==> src/rtl/sclk_pkg.sv <==
package sclk_pkg;

  typedef struct packed {
    logic byp;   // skip the halving stage
    logic pre;   // add the divide-by-16 stage
  } div_mode_t;

  localparam div_mode_t MODE_RESET = '{byp: 1'b0, pre: 1'b0};

  // Oscillator cycles per strobe for a given mode.
  function automatic int unsigned div_ratio(div_mode_t m, int unsigned pre_shift);
    int unsigned r;
    r = m.byp ? 1 : 2;
    if (m.pre) r = r << pre_shift;
    return r;
  endfunction

endpackage

==> src/rtl/sclk_ctrl_reg.sv <==
module sclk_ctrl_reg
  import sclk_pkg::*;
#(
  parameter int unsigned BANK_W = 4,
  parameter int unsigned ADDR_W = 8,
  parameter int unsigned DATA_W = 8,
  parameter logic [BANK_W-1:0] CTRL_BANK = 'hF,
  parameter logic [ADDR_W-1:0] CTRL_ADDR = 'h0B
) (
  input  logic              clk,
  input  logic              rst_n,
  input  logic [BANK_W-1:0] bank,
  input  logic [ADDR_W-1:0] addr,
  input  logic              wr,
  input  logic [DATA_W-1:0] wdata,
  input  logic              stop_rcv,
  input  logic              stat,
  output logic [DATA_W-1:0] rdata,
  output logic              wr_hit,
  output div_mode_t         mode_q,
  output div_mode_t         mode_d
);

  logic sel;
  logic unused_wbits;

  assign sel          = (bank == CTRL_BANK) && (addr == CTRL_ADDR);
  assign wr_hit       = wr && sel;
  assign unused_wbits = ^wdata[DATA_W-1:2];

  always_comb begin
    mode_d = mode_q;
    if (wr_hit) begin
      mode_d.byp = wdata[1];
      mode_d.pre = wdata[0];
    end
    if (stop_rcv) mode_d.pre = 1'b0;
  end

  always_ff @(posedge clk or negedge rst_n) begin
    if (!rst_n) mode_q <= MODE_RESET;
    else        mode_q <= mode_d;
  end

  always_comb begin
    rdata = '0;
    if (sel) rdata[DATA_W-1] = stat;
  end

endmodule

==> src/rtl/sclk_div_core.sv <==
module sclk_div_core
  import sclk_pkg::*;
#(
  parameter int unsigned PRE_SHIFT = 4
) (
  input  logic      clk,
  input  logic      rst_n,
  input  div_mode_t mode_next,
  output logic      period_end,
  output div_mode_t mode_act
);

  localparam int unsigned CNT_W = PRE_SHIFT + 1;

  logic [CNT_W-1:0] cnt;
  logic [CNT_W-1:0] last;

  assign last       = CNT_W'(div_ratio(mode_act, PRE_SHIFT) - 1);
  assign period_end = (cnt == last);

  always_ff @(posedge clk or negedge rst_n) begin
    if (!rst_n) begin
      cnt      <= '0;
      mode_act <= MODE_RESET;
    end else if (period_end) begin
      cnt      <= '0;
      mode_act <= mode_next;
    end else begin
      cnt      <= cnt + 1'b1;
    end
  end

endmodule

==> src/rtl/sclk_prescaler.sv <==
module sclk_prescaler
  import sclk_pkg::*;
#(
  parameter int unsigned BANK_W    = 4,
  parameter int unsigned ADDR_W    = 8,
  parameter int unsigned DATA_W    = 8,
  parameter logic [BANK_W-1:0] CTRL_BANK = 'hF,
  parameter logic [ADDR_W-1:0] CTRL_ADDR = 'h0B,
  parameter int unsigned PRE_SHIFT = 4
) (
  input  logic              osc_clk,
  input  logic              rst_n,
  input  logic              stop_rcv,
  input  logic [BANK_W-1:0] reg_bank,
  input  logic [ADDR_W-1:0] reg_addr,
  input  logic              reg_wr,
  input  logic [DATA_W-1:0] reg_wdata,
  input  logic              stat_in,
  output logic [DATA_W-1:0] reg_rdata,
  output logic              sclk_en,
  output logic              tclk_en
);

  div_mode_t cfg_q;
  div_mode_t cfg_d;
  div_mode_t act_q;
  logic      wr_hit;
  logic      period_end;

  sclk_ctrl_reg #(
    .BANK_W(BANK_W), .ADDR_W(ADDR_W), .DATA_W(DATA_W),
    .CTRL_BANK(CTRL_BANK), .CTRL_ADDR(CTRL_ADDR)
  ) u_reg (
    .clk(osc_clk), .rst_n(rst_n),
    .bank(reg_bank), .addr(reg_addr), .wr(reg_wr), .wdata(reg_wdata),
    .stop_rcv(stop_rcv), .stat(stat_in), .rdata(reg_rdata),
    .wr_hit(wr_hit), .mode_q(cfg_q), .mode_d(cfg_d)
  );

  sclk_div_core #(.PRE_SHIFT(PRE_SHIFT)) u_div (
    .clk(osc_clk), .rst_n(rst_n),
    .mode_next(cfg_d), .period_end(period_end), .mode_act(act_q)
  );

  assign sclk_en = period_end;
  assign tclk_en = period_end;

endmodule

==> config.mk <==
export PLATFORM = sky130hd
export DESIGN_NAME = sclk_prescaler
export DESIGN_NICKNAME = d
export VERILOG_FILES = /design/src/rtl/sclk_pkg.sv /design/src/rtl/sclk_ctrl_reg.sv /design/src/rtl/sclk_div_core.sv /design/src/rtl/sclk_prescaler.sv
export SDC_FILE = /design/constraint.sdc
export NUM_CORES = 1
export LEC_CHECK = 0
export ABC_AREA = 1
export BUFFER_PORTS_ARGS = -buffer_cell sky130_fd_sc_hd__buf_2
export CORE_UTILIZATION = 43
export DETAILED_ROUTE_END_ITERATION = 6
export PLACE_DENSITY = 0.84
export SLEW_MARGIN = 25
export SYNTH_ARGS = -nofsm -noshare
export SYNTH_HDL_FRONTEND = slang
export SYNTH_SLANG_ARGS = --single-unit
==> constraint.sdc <==
create_clock -name osc_clk -period 2.3 [get_ports osc_clk]
set_input_delay 0.345 -clock osc_clk [delete_from_list [all_inputs] [get_ports osc_clk]]
set_output_delay 0.345 -clock osc_clk [all_outputs]
set_load 0.01 [all_outputs]
* After elaboration in Yosys (flattened, before gate mapping) *
Index checks and enable logic that the tools add are counted.

storage, ports and cells
  output and inout port bits = 10
  bits of input ports = 25
  register bits after elaboration = 9

cells by class
  $add $sub $neg = 2
  reductions and logical operators = 2
  eq/ne operators = 3
  multiplexer cells = 6

operators by type and width
  cell                 count
  $mux 5               2
  $eq 8x4->1 const B   1
  $add 5x1->5 const B  1
  $eq 5x5->1           1
  $sub 5x1->5 const B  1
  $eq 4x4->1 const B   1
  $mux 2               2
  $logic_and 1x1->1    2
  $mux 1               2

* Logic depth before layout (Yosys ltp) *
Gate-level depths: netlist of the first run.

  depth in word-level cells = 5
  gate-level depth with buffers = 10
  mapped depth without buffers = 10

* By module *
A second synthesis of the first run with hierarchy kept.

unflattened totals
  cell total of the unflattened synthesis = 94
  area total of the unflattened synthesis = 660.6 µm²

by module, submodules not included
  module          area an instance (µm²)  cells an instance  instances
  sclk_div_core   392.9                   48                 1
  sclk_ctrl_reg   260.2                   45                 1
  sclk_prescaler  7.5                     1                  1

* Worst setup path before layout of the first run *
No wires, ideal clock.

  path kind = register to output
  from = register u_div.mode_act[0] (netlist bit)
  to = output port tclk_en
  arrival = 1.432 ns
  path buffers = 1
  setup slack = 0.523 ns
  cell stages (with the launch flop) = 9
  cell sequence = dfrtp_1 inv_2 nand2_2 ha_1 xnor2_1 nor2_1 nand2_2 nor2_8 buf_4

on the way
  longest elaborated chain between the ends = 3

ends and longest elaborated chain
  item                    RTL line              RTL
  start, declared         sclk_div_core.sv:10   output div_mode_t mode_act
  start signal, assigned  sclk_div_core.sv:27   mode_act <= mode_next;
  $mux 5                  sclk_pkg.sv:14        if (m.pre) r = r << pre_shift;
  $sub 5x1->5             sclk_div_core.sv:18   assign last = CNT_W'(div_ratio(mode_act, PRE_SHIFT) - 1);
  $eq 5x5->1              sclk_div_core.sv:19   assign period_end = (cnt == last);
  end, declared           sclk_prescaler.sv:21  output logic tclk_en

Every way passes these cells.

* Worst setup path after layout of the first run *
Same ends and word-level chain as after synthesis.

==> flow_metrics.env, run 1 <==
export IMPL_cts_tree="built"
export IMPL_num_vias=593
export IMPL_synth_top_area_share_pct=34.0
export IMPL_cpPeakStageDelay_ps=400
export IMPL_gp_congestion=0.835
export IMPL_whs_path_depth=2
export IMPL_synthDistinctLibCells=21
export IMPL_crit_chain="inv_2 > nand2_2 > ha_1 > xnor2_1 > nor2_1 > nand2_2 > nor2_8 > buf_2"
export IMPL_met1_usage_pct=21.3
export IMPL_io_pins=35
export IMPL_die_h_um=41.2
export IMPL_post_cts_buffers=0
export IMPL_cp_data_required_time_ps=1960
export IMPL_grt_overflow=0
export IMPL_nets=141
export IMPL_outcome="finished clean"
export IMPL_drcViolationCount=0
export IMPL_ys_seq_elements=9
export IMPL_worst_setup_path_type="flop to output port"
export IMPL_power_share_clock_pct=13.5
export IMPL_yosysMostFrequentCell="nand2_1"
export IMPL_synth_main_ff_cell="dfrtp_1"
export IMPL_use_met3_pct=5.43
export IMPL_syn_area_um2=662
export IMPL_grt_busiest_layer="met2"
export IMPL_async_flop_share_pct=100
export IMPL_antenna_left=0
export IMPL_cts_clk_slew_worst_paths_ps=50
export IMPL_viasPerCell=4.63
export IMPL_cts_made_buffers=3
export IMPL_grt_pass1_wl_um=2080
export IMPL_avgSynthCellArea_um2=7.44
export IMPL_placedCellCount=123
export IMPL_hold_path_class="input pin to flop"
export IMPL_period_share_pct=92.8
export IMPL_switching_share_pct=43.3
export IMPL_wl_um=1170
export IMPL_grt_max_degree=11
export IMPL_area_growth_pct=18.5
export IMPL_clk_latency_ps=250
export IMPL_first_pass_iters=4
export IMPL_dpl_hpwl_um=990
export IMPL_core_area_mm2=0.00137
export IMPL_die_w_um=41.2
export IMPL_grt_pass1_vias=549
export IMPL_setup_violations_final=0
export IMPL_reg2regPathDepth=10
export IMPL_fin_cells=128
export IMPL_fp_dieArea_mm2=0.00170
export IMPL_seqPwrFrac_pct=32.7
export IMPL_fmax_mhz=468
export IMPL_setup_tns_ps=0
export IMPL_critical_path_arrival_ps=1790
export IMPL_rsz0062_at_grt="no"
export IMPL_critPathSlowestCell="dfrtp_1"
export IMPL_cts_resized=0
export IMPL_cpMostUsedCell="nand2_2"
export IMPL_power_leakage_nw=0.443
export IMPL_internal_power_mw=0.485
export IMPL_clk_path_buf_depth=2
export IMPL_initial_core_util_pct=48.4
export IMPL_final_layout_size_suffix_gt1_share_pct=27.4
export IMPL_slew_violations=0
export IMPL_irDropWorstVdd_mv=0.548
export IMPL_finClkSkew_ps=2.06
export IMPL_use_met2_pct=33.2
export IMPL_synth_top_cells_by_count="nand2_1, nor2_1, dfrtp_1, inv_1, buf_4"
export IMPL_synth_edf_count=0
export IMPL_worstPathMaxFanout=10
export IMPL_pwr_density_cell_mw_per_mm2=1090
export IMPL_finalHoldViolCount=0
export IMPL_syn_inst=89
export IMPL_wl_per_cell_um=9.16
export IMPL_hold_buffers=1
export IMPL_period_minus_slack_ps=2130
export IMPL_crit_path_start_kind="flop"
export IMPL_yosys_top_cells_area="dfrtp_1, nand2_1, buf_4, nor2_1, inv_1"
export IMPL_yosysWarnings=0
export IMPL_htree_num_levels=1
export IMPL_cts_sinks=9
export IMPL_p_switching_mw=0.370
export IMPL_antenna_found_initial=0
export IMPL_maxCapViolCount=0
export IMPL_n_antenna_cell=0
export IMPL_drt_initial_drc_count=9
export IMPL_grt_usage_pct=18.7
export IMPL_io_buffers=21
export IMPL_seq_area_frac_synth_pct=34.0
export IMPL_cts_root_buf="clkbuf_4"
export IMPL_endpoint_kind="output port"
export IMPL_p_comb_share_pct=53.7
export IMPL_rows=13
export IMPL_synth_top_area_cell="dfrtp_1"
## through the flow
step | hold slack [ps] | power [mW] | area [um2] | utilization [%] | setup slack [ps]
2_1_floorplan | 49.4 | 0.667 | 684 | - | 523
3_3_place_gp | 200 | 0.727 | 748 | 54.8 | 444
3_5_place_dp | 204 | 0.746 | 748 | 54.8 | 419
4_1_cts | 243 | 0.867 | 785 | 57.4 | 139
5_1_grt | 243 | 0.937 | 785 | 57.4 | 39.5
6_report | 251 | 0.855 | 785 | 57.4 | 165
## per-layer routing
layer,up-vias,part of all wire (%)
li1,312,-
met1,272,45
met2,9,53
met3,0,2.1
met4,0,0
met5,-,0
## worst max-delay path: cells and delay by family, from the launching register on
kind	cells	cell delay, ps
xor+xnor	1	130
flops	1	400
simple gates	4	460
fa+ha+maj	1	310
buf+inv	2	240
## registers in the layout, summed over array words and instances (netlist names)
| register | cells |
|---|---|
| u_div.cnt | 5 |
| u_div.mode_act | 2 |
| u_reg.mode_q | 2 |
## kinds of logic (layout without fill, tap and decap cells)
logic type,count (synthesis),in the layout,synth area share [%]
simple gates,51,51,37.1
buf+inv,19,37,15.3
flops,9,9,34.0
xor+xnor,5,5,7.75
fa+ha+maj,2,2,3.78
compound gates,2,2,1.51
other cells,1,7,0.567
## cells in the final DEF, fill, tap and decap left out, drive strengths merged
cell / count
dfrtp: 9
and2: 1
conb: 7
nor3b: 1
xor2: 2
o21ai: 1
buf: 21
inv: 11
xnor2: 3
clkbuf: 4
nand3b: 1
nor2: 17
ha: 2
a21oi: 1
dlygate4sd3: 1
nand3: 6
nand4: 4
nand2: 21
## final cells by class
class                   count  area [um2]
inverters                  11        41.3
well taps                  15        18.8
flip-flops and latches      9         225
clock buffers               4        26.3
multi-input cells          67         358
fillers                   133         582
repair buffers             22         115
## final timing paths
| path | start | to | slack, ps |
|---|---|---|---|
| max in group asynchronous | rst_n | u_div.cnt[1]$_DFF_PN0_ | 1650 |
| worst min-delay path | stop_rcv | u_reg.mode_q[0]$_DFF_PN0_ | 250 |
| worst max-delay path | u_div.mode_act[0]$_DFFE_PN0N_ | tclk_en | 170 |
| worst min register to register | u_div.mode_act[0]$_DFFE_PN0N_ | u_div.mode_act[0]$_DFFE_PN0N_ | 540 |
| worst max register to register | u_div.mode_act[0]$_DFFE_PN0N_ | u_div.mode_act[0]$_DFFE_PN0N_ | 650 |
| min in group asynchronous | rst_n | u_reg.mode_q[1]$_DFF_PN0_ | 470 |
## power by group through the flow
stage / logic (mW) / registers, mW / clock network (mW)
after CTS: 0.467 / 0.279 / 0.121
final: 0.460 / 0.280 / 0.116
after detailed placement: 0.464 / 0.282 / 0
after global placement: 0.450 / 0.277 / 0
after global routing: 0.521 / 0.287 / 0.129
after floorplan: 0.401 / 0.266 / 0
(Power assumes the default switching activity.)
==> run 2: changes to the inputs <==
PLACE_DENSITY = default   (was 0.84)
PLACE_DENSITY_LB_ADDON = 0.3   (was default)
==> flow_metrics.env, run 2 (synthesis results as in run 1) <==
export IMPL_area_growth_pct=18.5
export IMPL_worst_setup_path_type="flop to output port"
export IMPL_rsz0062_at_grt="no"
export IMPL_internal_power_mw=0.484
export IMPL_crit_path_start_kind="flop"
export IMPL_nets=141
export IMPL_drt_initial_drc_count=8
export IMPL_clk_latency_ps=260
export IMPL_num_vias=577
export IMPL_irDropWorstVdd_mv=0.536
export IMPL_regMostFlops="u_div.cnt"
export IMPL_largest_register_ffs=5
export IMPL_p_comb_share_pct=53.6
export IMPL_io_pins=35
export IMPL_switching_share_pct=43.5
export IMPL_gp_congestion=0.786
export IMPL_io_buffers=21
export IMPL_fp_dieArea_mm2=0.00170
export IMPL_outcome="finished clean"
export IMPL_post_cts_buffers=0
export IMPL_period_minus_slack_ps=2140
export IMPL_cts_clk_slew_worst_paths_ps=60
export IMPL_fmax_mhz=467
export IMPL_antenna_found_initial=0
export IMPL_n_antenna_cell=0
export IMPL_critical_path_arrival_ps=1790
export IMPL_pwr_density_cell_mw_per_mm2=1090
export IMPL_cts_root_buf="clkbuf_4"
export IMPL_finClkSkew_ps=2.35
export IMPL_power_share_clock_pct=14.0
export IMPL_placedCellCount=123
export IMPL_fin_cells=128
export IMPL_top_regs="u_div.cnt x5, u_div.mode_act x2, u_reg.mode_q x2"
export IMPL_power_leakage_nw=0.443
export IMPL_antenna_left=0
export IMPL_seqPwrFrac_pct=32.5
export IMPL_wl_per_cell_um=8.62
export IMPL_cts_resized=0
export IMPL_hold_buffers=1
export IMPL_min_delay_start="stop_rcv"
export IMPL_setup_tns_ps=0
export IMPL_final_setup_worst_slack_ps=160
export IMPL_die_h_um=41.2
export IMPL_final_common_cell="buf_2"
export IMPL_whs_ps=249
export IMPL_crit_path_start="u_div.mode_act[0]$_DFFE_PN0N_"
export IMPL_final_cell_mix="buf_2, nand2_1, nor2_1, inv_1, dfrtp_1"
export IMPL_grt_max_degree=11
export IMPL_critPathSlowestCell="dfrtp_1"
export IMPL_drcViolationCount=0
export IMPL_clk_path_buf_depth=2
export IMPL_grt_usage_pct=16.1
export IMPL_cpPeakStageDelay_ps=400
export IMPL_finalHoldViolCount=0
export IMPL_htree_num_levels=1
export IMPL_setup_violations_final=0
export IMPL_detailedPlace_worstSlack_ps=425
export IMPL_grt_overflow=0
export IMPL_slew_violations=0
export IMPL_endpoint_kind="output port"
export IMPL_crit_chain="inv_2 > nand2_2 > ha_1 > xnor2_1 > nor2_1 > nand2_2 > nor2_8 > buf_2"
export IMPL_grt_pass1_vias=448
export IMPL_period_share_pct=93.0
export IMPL_worstPathMaxFanout=10
export IMPL_cts_sinks=9
export IMPL_cpMostUsedCell="nand2_2"
export IMPL_hold_path_class="input pin to flop"
export IMPL_rows=13
export IMPL_p_switching_mw=0.373
export IMPL_dpl_hpwl_um=913
export IMPL_cts_made_buffers=3
export IMPL_viasPerCell=4.51
export IMPL_initial_core_util_pct=48.4
export IMPL_final_layout_size_suffix_gt1_share_pct=27.4
export IMPL_r2r_start="u_div.mode_act[0]$_DFFE_PN0N_"
export IMPL_wl_um=1100
export IMPL_maxCapViolCount=0
export IMPL_die_w_um=41.2
export IMPL_grt_pass1_wl_um=1770
export IMPL_cts_tree="built"
export IMPL_core_area_mm2=0.00137
export IMPL_cp_data_required_time_ps=1960
export IMPL_first_pass_iters=4
run 2: routing by layer:
layer,vias up,global-route usage [%],wire [um]
met5,-,0,0
met4,0,7.26,15
met3,2,4.89,54
met2,18,24.6,501
met1,247,20.7,531
li1,310,-,-
run 2: final cells by class:
type	count	area (um2)
Clock buffer	4	26.3
Sequential cell	9	225
Fill cell	147	582
Multi-Input combinational cell	67	358
Tap cell	15	18.8
Timing Repair Buffer	22	115
Inverter	11	41.3
run 2: critical path, delay by kind of cell, from the launching register on:
family                     cells  cell delay [ps]
and+or+nand+nor                4              460
DFF                            1              400
adders and majority gates      1              310
buffers and inverters          2              240
xor gates and xnor gates       1              130
run 2: final timing paths:
check | endpoint | slack (ps) | depth (start not counted)
worst min register to register | u_div.mode_act[0]$_DFFE_PN0N_ | 530 | 2
max in group asynchronous | u_div.cnt[0]$_DFF_PN0_ | 1670 | 2
worst min-delay path | u_reg.mode_q[0]$_DFF_PN0_ | 250 | 2
min in group asynchronous | u_div.cnt[3]$_DFF_PN0_ | 460 | 2
worst max register to register | u_div.mode_act[0]$_DFFE_PN0N_ | 660 | 10
worst max-delay path | tclk_en | 160 | 8
run 2: power groups by stage:
stage          Sequential, mW  Clock [mW]  Combinational [mW]
2_1_floorplan           0.266           0               0.401
3_3_place_gp            0.279           0               0.450
3_5_place_dp            0.278           0               0.464
4_1_cts                 0.277       0.125               0.467
5_1_grt                 0.283       0.135               0.517
6_report                0.278       0.120               0.459
run 2: per-stage QoR:
step	area, um2	utilization [%]	total power, mW
finish	785	57.4	0.857
global route	785	57.4	0.935
CTS	785	57.4	0.868
detailed placement	748	54.8	0.742
global placement	748	54.8	0.729
floorplan	684	-	0.667
==> run 3: changes to the inputs <==
CORE_UTILIZATION = 46   (was 43)
clock period = 2.6 ns   (was 2.3 ns; I/O delays follow)
==> flow_metrics.env, run 3 (synthesis results as in run 1) <==
export IMPL_outcome="finished clean"
export IMPL_final_layout_size_suffix_gt1_share_pct=27.4
export IMPL_fmax_mhz=457
export IMPL_rrSetupSlack_ps=960
export IMPL_io_pins=35
export IMPL_hold_buffers=1
export IMPL_core_area_mm2=0.00132
export IMPL_slew_violations=0
export IMPL_antenna_found_initial=0
export IMPL_maxCapViolCount=0
export IMPL_n_antenna_cell=0
export IMPL_crit_path_start_kind="flop"
export IMPL_finClkSkew_ps=1.62
export IMPL_top_regs="u_div.cnt x5, u_div.mode_act x2, u_reg.mode_q x2"
export IMPL_dpl_hpwl_um=970
export IMPL_final_common_cell="buf_2"
export IMPL_drcViolationCount=0
export IMPL_io_buffers=21
export IMPL_num_vias=590
export IMPL_clk_path_buf_depth=2
export IMPL_cts_tree="built"
export IMPL_nets=141
export IMPL_power_leakage_nw=0.443
export IMPL_wl_per_cell_um=9.21
export IMPL_cts_sinks=9
export IMPL_rsz0062_at_grt="no"
export IMPL_drt_initial_drc_count=13
export IMPL_critical_path_arrival_ps=1800
export IMPL_wl_um=1180
export IMPL_final_cell_mix="buf_2, nand2_1, nor2_1, inv_1, dfrtp_1"
export IMPL_cts_made_buffers=3
export IMPL_grt_usage_pct=18.5
export IMPL_initial_core_util_pct=50.2
export IMPL_cts_resized=0
export IMPL_die_h_um=39.9
export IMPL_clk_latency_ps=250
export IMPL_period_share_pct=84.2
export IMPL_cp_data_required_time_ps=2210
export IMPL_cts_root_buf="clkbuf_4"
export IMPL_setup_tns_ps=0
export IMPL_rows=13
export IMPL_largest_register_ffs=5
export IMPL_area_growth_pct=18.5
export IMPL_hold_path_class="input pin to flop"
export IMPL_whs_ps=300
export IMPL_fp_dieArea_mm2=0.00159
export IMPL_pwr_density_cell_mw_per_mm2=965
export IMPL_grt_overflow=0
export IMPL_grt_pass1_vias=515
export IMPL_period_minus_slack_ps=2190
export IMPL_first_pass_iters=4
export IMPL_finalHoldViolCount=0
export IMPL_setup_violations_final=0
export IMPL_gp_congestion=0.717
export IMPL_grt_max_degree=11
export IMPL_htree_num_levels=1
export IMPL_worst_setup_path_type="flop to output port"
export IMPL_viasPerCell=4.61
export IMPL_worstPathMaxFanout=10
export IMPL_antenna_left=0
export IMPL_die_w_um=39.9
export IMPL_fill_cells=133
export IMPL_cts_clk_slew_worst_paths_ps=60
export IMPL_endpoint_kind="output port"
export IMPL_regMostFlops="u_div.cnt"
export IMPL_grt_pass1_wl_um=1930
export IMPL_post_cts_buffers=0
export IMPL_irDropWorstVdd_mv=0.621
[run 3: report_power, final]
group          internal, mW  switching, mW
Clock                0.0590         0.0461
Sequential            0.190         0.0559
Combinational         0.179          0.227
Total                 0.428          0.329
[run 3: cell type report]
cell class,count,area [um2],share of cell area [%]
Sequential cell,9,225,28.7
Tap cell,15,18.8,2.39
Clock buffer,4,26.3,3.35
Inverter,11,41.3,5.26
Timing Repair Buffer,22,115,14.7
Multi-Input combinational cell,67,358,45.6
[run 3: through the flow]
step / setup WS [ps] / util (%) / power (mW) / instances / area, um2
final: 411 / 59.5 / 0.757 / 128 / 785
after global routing: 320 / 59.5 / 0.829 / 128 / 785
after CTS: 394 / 59.5 / 0.767 / 128 / 785
after floorplan: 778 / - / 0.590 / 95 / 684
after detailed placement: 674 / 56.8 / 0.659 / 123 / 748
after global placement: 700 / 56.8 / 0.645 / 123 / 748
[run 3: worst max-delay path: stages, from the launching register on]
cell	delay [ps]
dfrtp_1	410
inv_2	90
nand2_2	70
ha_1	310
xnor2_1	130
nor2_1	110
nand2_2	100
nor2_8	170
buf_2	160
[run 3: path summary, 6_finish.rpt]
kind | start | end | cells past startpoint
worst min register to register | u_reg.mode_q[0]$_DFF_PN0_ | u_reg.mode_q[0]$_DFF_PN0_ | 2
max in group asynchronous | rst_n | u_div.mode_act[0]$_DFFE_PN0N_ | 2
worst min-delay path | stop_rcv | u_reg.mode_q[0]$_DFF_PN0_ | 2
min in group asynchronous | rst_n | u_div.cnt[3]$_DFF_PN0_ | 2
worst max register to register | u_div.mode_act[0]$_DFFE_PN0N_ | u_div.mode_act[1]$_DFFE_PN0N_ | 10
worst max-delay path | u_div.mode_act[0]$_DFFE_PN0N_ | tclk_en | 8
[run 3: layer usage]
layer / part of all wire (%) / vias up / wire length [um] / track usage [%]
met5: 0 / - / 0 / 0
met4: 0.93 / 0 / 11 / 12.1
met1: 46 / 261 / 544 / 22.6
li1: - / 309 / - / -
met2: 48 / 18 / 562 / 29.4
met3: 5.1 / 2 / 60 / 3.33
